--- config.mk ---
export PLATFORM = sky130hd
export DESIGN_NAME = psr_irq_unit
export DESIGN_NICKNAME = d
export VERILOG_FILES = /design/src/rtl/psr_pkg.sv /design/src/rtl/psr_irq_gate.sv /design/src/rtl/psr_trace_gen.sv /design/src/rtl/psr_irq_unit.sv
export SDC_FILE = /design/constraint.sdc
export NUM_CORES = 1
export LEC_CHECK = 0
export BUFFER_PORTS_ARGS = -buffer_cell sky130_fd_sc_hd__buf_2
export CORE_ASPECT_RATIO = 1.2
export CORE_MARGIN = 3
export CORE_UTILIZATION = 45
export CTS_CLUSTER_DIAMETER = 200
export DETAILED_ROUTE_END_ITERATION = 12
export GPL_TIMING_DRIVEN = 1
export PLACE_DENSITY = 0.88
export SLEW_MARGIN = 10
export SYNTH_ARGS = -nofsm -noshare
export SYNTH_HDL_FRONTEND = slang
export SYNTH_SLANG_ARGS = --single-unit
export TNS_END_PERCENT = 10
--- constraint.sdc ---
create_clock -name clk -period 3.8 [get_ports clk]
set_input_delay 0.19 -clock clk [delete_from_list [all_inputs] [get_ports clk]]
set_output_delay 0.19 -clock clk [all_outputs]
set_load 0.005 [all_outputs]
--- src/rtl/psr_pkg.sv ---
package psr_pkg;
    localparam int LVL_W  = 3;
    localparam int CCR_W  = 8;
    localparam int SYS_W  = 8;
    localparam logic [SYS_W-1:0] SYS_RESET = 8'h27;
    localparam logic [SYS_W-1:0] SYS_WMASK = 8'hB7;   // bits 14 and 11 hard zero
    localparam logic [LVL_W-1:0] TOP_LVL   = '1;

    typedef struct packed {
        logic             trc;
        logic             rsv_a;
        logic             sup;
        logic             mst;
        logic             rsv_b;
        logic [LVL_W-1:0] mask;
    } sys_byte_t;

    typedef struct packed {
        sys_byte_t        sys;
        logic [CCR_W-1:0] ccr;
    } status_t;

    function automatic sys_byte_t sys_from_bus(input logic [SYS_W-1:0] b);
        return sys_byte_t'(b & SYS_WMASK);
    endfunction

    function automatic sys_byte_t sys_on_accept(input sys_byte_t cur,
                                                input logic [LVL_W-1:0] lvl);
        sys_byte_t n;
        n      = cur;
        n.trc  = 1'b0;
        n.sup  = 1'b1;
        n.mst  = 1'b0;
        n.mask = lvl;
        return n;
    endfunction
endpackage

--- src/rtl/psr_irq_gate.sv ---
module psr_irq_gate
    import psr_pkg::*;
#(
    parameter int LW = LVL_W
) (
    input  logic          clk,
    input  logic          rst,
    input  logic [LW-1:0] level,
    input  logic [LW-1:0] mask,
    output logic          take
);
    localparam logic [LW-1:0] NMI_LVL = '1;

    logic top_now;
    logic top_prev;
    logic top_rise;
    logic masked_ok;

    assign top_now   = (level == NMI_LVL);
    assign top_rise  = top_now && !top_prev;
    assign masked_ok = (level != '0) && !top_now && (level > mask);
    assign take      = !rst && (masked_ok || top_rise);

    // Treat the top level as already high while in reset: a fresh edge is needed.
    always_ff @(posedge clk) begin
        if (rst) top_prev <= 1'b1;
        else     top_prev <= top_now;
    end

    p_idle_no_take_r6: assert property (@(posedge clk) disable iff (rst)
        (level == '0) |-> !take);
    p_mask_block_r6: assert property (@(posedge clk) disable iff (rst)
        ((level != NMI_LVL) && (level <= mask)) |-> !take);
    p_top_held_r7: assert property (@(posedge clk) disable iff (rst)
        ((level == NMI_LVL) && $past(level == NMI_LVL)) |-> !take);
endmodule

--- src/rtl/psr_trace_gen.sv ---
module psr_trace_gen (
    input  logic clk,
    input  logic rst,
    input  logic trc_on,
    input  logic done,
    output logic req
);
    always_ff @(posedge clk) begin
        if (rst) req <= 1'b0;
        else     req <= done && trc_on;
    end

    p_trace_follow_r9: assert property (@(posedge clk) disable iff (rst)
        (done && trc_on) |=> req);
    p_trace_quiet_r9: assert property (@(posedge clk) disable iff (rst)
        !(done && trc_on) |=> !req);
endmodule

--- src/rtl/psr_irq_unit.sv ---
module psr_irq_unit
    import psr_pkg::*;
(
    input  logic                   clk,
    input  logic                   rst,
    input  logic                   wr_en,
    input  logic                   wr_sup,
    input  logic [SYS_W+CCR_W-1:0] wr_data,
    input  logic                   cc_we,
    input  logic [CCR_W-1:0]       cc_in,
    input  logic [LVL_W-1:0]       irq_level,
    input  logic                   instr_done,
    output logic                   irq_take,
    output logic                   trace_req,
    output logic [SYS_W+CCR_W-1:0] sr
);
    status_t cur;
    status_t nxt;

    psr_irq_gate #(.LW(LVL_W)) u_gate (
        .clk   (clk),
        .rst   (rst),
        .level (irq_level),
        .mask  (cur.sys.mask),
        .take  (irq_take)
    );

    psr_trace_gen u_trace (
        .clk    (clk),
        .rst    (rst),
        .trc_on (cur.sys.trc),
        .done   (instr_done),
        .req    (trace_req)
    );

    // Priority: accept > software write > condition-code strobe.
    always_comb begin
        nxt = cur;
        if (cc_we) nxt.ccr = cc_in;
        if (wr_en && !irq_take) begin
            nxt.ccr = wr_data[CCR_W-1:0];
            if (wr_sup) nxt.sys = sys_from_bus(wr_data[SYS_W+CCR_W-1:CCR_W]);
        end
        if (irq_take) nxt.sys = sys_on_accept(cur.sys, irq_level);
    end

    always_ff @(posedge clk) begin
        if (rst) begin
            cur.sys <= sys_byte_t'(SYS_RESET);
            cur.ccr <= '0;
        end else begin
            cur <= nxt;
        end
    end

    assign sr = cur;

    p_rsv_zero_r1: assert property (@(posedge clk) disable iff (rst)
        (sr[14] == 1'b0) && (sr[11] == 1'b0));
    p_user_sys_hold_r4: assert property (@(posedge clk) disable iff (rst)
        (wr_en && !wr_sup && !irq_take) |=> $stable(sr[15:8]));
    p_sup_write_r3: assert property (@(posedge clk) disable iff (rst)
        (wr_en && wr_sup && !irq_take) |=>
            (sr == {$past(wr_data[15:8]) & 8'hB7, $past(wr_data[7:0])}));
    p_take_update_r8: assert property (@(posedge clk) disable iff (rst)
        irq_take |=> (sr[15] == 1'b0 && sr[13] == 1'b1 && sr[12] == 1'b0
                      && sr[10:8] == $past(irq_level)));
endmodule

==> summary.txt <==
Outcome
  • Status: completed

Layout
  • Nets@finish: 179
  • Syn-to-layout area delta: 29.49%
  • Final core utilization: 65.30%
  • Commonest non-fill, non-tap cell in the layout: buf_2
  • ANT cells: 0
  • Fin cells: 160
  • Share of layout cells above drive strength 1: about 42%
  • Most frequent cells in the layout: 46 x buf_2, 16 x dfxtp_1, 14 x nor2_1

Worst setup path
  • WP data required: 3.97 ns
  • Crit path kind: flip-flop to flip-flop
  • Max FO, Critical Path: 9
  • Reg2Reg Depth: 7
  • WP data arrival: 2.34 ns
  • Worst setup EP type: flip-flop
  • Reg2Reg Launch Point: sr[9]
  • Critical Path Start: sr[9]
  • Critical path startpoint category: flip-flop

STA
  • Period utilization: a little under three fifths
  • Layout Skew: 0.003448 ns
  • Final slew viol count: 0
  • Sum of negative setup slack: 0 ns
  • Unrepaired setup endpoints after global routing: false
  • Fmax: approximately 460 MHz
  • Setup Viol. Count Final: 0
  • Tmin final: 2.169 ns
  • Hold Slack: 0.1520 ns
  • Fin. Hold Viols: 0

Placed design
  • I/O Buffers: 46
  • GP Congestion: just over 0.7
  • Final HPWL DP: about 1.5 mm
  • Placed Instances: 156

Pwr
  • Maximum VDD drop: approximately 0.25 mV
  • Power density over the cells: about 380 nW/um2
  • Total power: 434.5 uW
  • Pleak: 0.0006068 uW

Drt
  • Post-DR wirelength/cell: 11.64 um
  • Routed WL: 1.862 mm
  • DR pass1 iterations: 4
  • Initial DRC Count: 14
  • Number of remaining DRC errors: 0
  • ANT nets after route: 0
  • Vias: 851
  • Vias/cell: 5.319

Floorplan
  • Die Y: about 54 um
  • Chip Width: 46.33 um
  • Die ar.: 2520 um2
  • Core ar.: 1742 um2
  • Placement Rows: 16
  • I/O pin cnt: ~50
  • Starting Density: 50.43%

GRT
  • Initial antenna violation count: 0
  • Gr ovfl total: 0
  • Vias in the first global route: 732
  • Gr usage total: 15.48%
  • Largest net degree at the start of global routing: 24
  • First-pass GRT wire length: roughly 2.8 mm

Hold path
  • Hold Path Class: input pin to flip-flop
  • Hold Crit Start: instr_done
  • Hold Crit Depth: 2

Clock tree
  • Clock sink total: 16
  • H-tree depth: 1
  • Worst skew pair latency: 0.28 ns
  • # Post-CTS Setup Buffers: 0
  • Post-CTS resize count: 0
  • Max Buffers Root-to-Sink: 2
  • Clock-pin slew on the worst setup and hold paths: 0.09 ns
  • CTS hold repair buffers: 0
  • Number of CTS-inserted buffers: 3
  • CTS tree: done
  • Root Buffer: clkbuf_4

Synth
  • Post-synthesis sequential element count: 16
  • Top cell type's share of synthesized area: 36.47%
  • Post-synthesis average cell area: 9.055 um2
  • Synth top area cells: dfxtp_1 36%, mux2_2 10%, mux2i_1 9.1%
  • Ys Warns: 0
  • Syn Inst Count: 97
  • Yosys cell types: 22
  • Sequential share of the synthesized area: 36.47%
  • Mapped cell area: 878.3 um2
  • Dominant cell type by area after synthesis: dfxtp_1

Flow run
  • # Max-Cap Violations: 0
-- through the flow --
step / setup slack [ns] / instance area [um2]
floorplan: 1.865 / 882.1
global placement: 1.734 / 1101
CTS: 1.659 / 1137
finish: 1.631 / 1137
global route: 1.496 / 1137
detailed placement: 1.675 / 1101
-- cells in the mapped netlist, drive strengths merged --
master and count:
conb 1, nor3b 1, a21oi 3, dfxtp 16
a211oi 3, buf 3, a211o 4, ha 3
and3b 1, nand3 5, clkbuf 3, o21ai 1
nor2 14, nand2 3, mux2i 8, and3 4
nand2b 1, nor2b 9, inv 4, mux2 8
or3 2
-- worst max-delay path: stages, from the launching register on --
cell,delay (ns)
dfxtp_1,0.38
inv_1,0.06
ha_1,0.28
nor2b_1,0.13
o21ai_0,0.23
a21oi_2,0.18
nor3b_4,0.42
mux2_2,0.39
-- worst paths after layout --
| kind | end | slack (ns) |
|---|---|---|
| worst max-delay path | sr[2] | 1.63 |
| worst min-delay path | u_trace.req | 0.15 |
| worst max register to register | sr[2] | 1.63 |
| worst min register to register | sr[12] | 0.46 |
-- power by group --
group	total [uW]	switching, uW	internal (uW)
Combinational	127	59.7	67.2
Clock	108	50.3	58.2
Sequential	199	11.5	188
-- layer usage --
layer,up-vias,global-route usage [%],share of wire [%]
li1,421,-,-
met5,-,0,0
met4,0,9.953,1.2
met1,377,15.97,36
met3,4,3.618,12
met2,49,27.29,51
-- sequential cells by signal, summed over array words and instances, names as in the netlist --
name	flops
u_trace.req	1
sr	14
u_gate.top_prev	1
-- area by class of cell --
cell class / instances / area, um2
Timing Repair Buffer: 46 / 230.2
Tap cell: 18 / 22.52
Sequential cell: 16 / 320.3
Inverter: 4 / 15.01
Multi-Input combinational cell: 72 / 513.0
Fill cell: 144 / 604.3
Clock buffer: 4 / 36.28
-- kinds of logic after synthesis --
| group | synth area share (%) |
|---|---|
| compound gates | 9.258 |
| fa+ha+maj | 4.274 |
| buf+inv | 5.555 |
| flops | 36.47 |
| mux | 19.37 |
| other cells | 0.4269 |
| simple gates | 24.64 |
No activity file was read; power rests on OpenSTA's default activity.
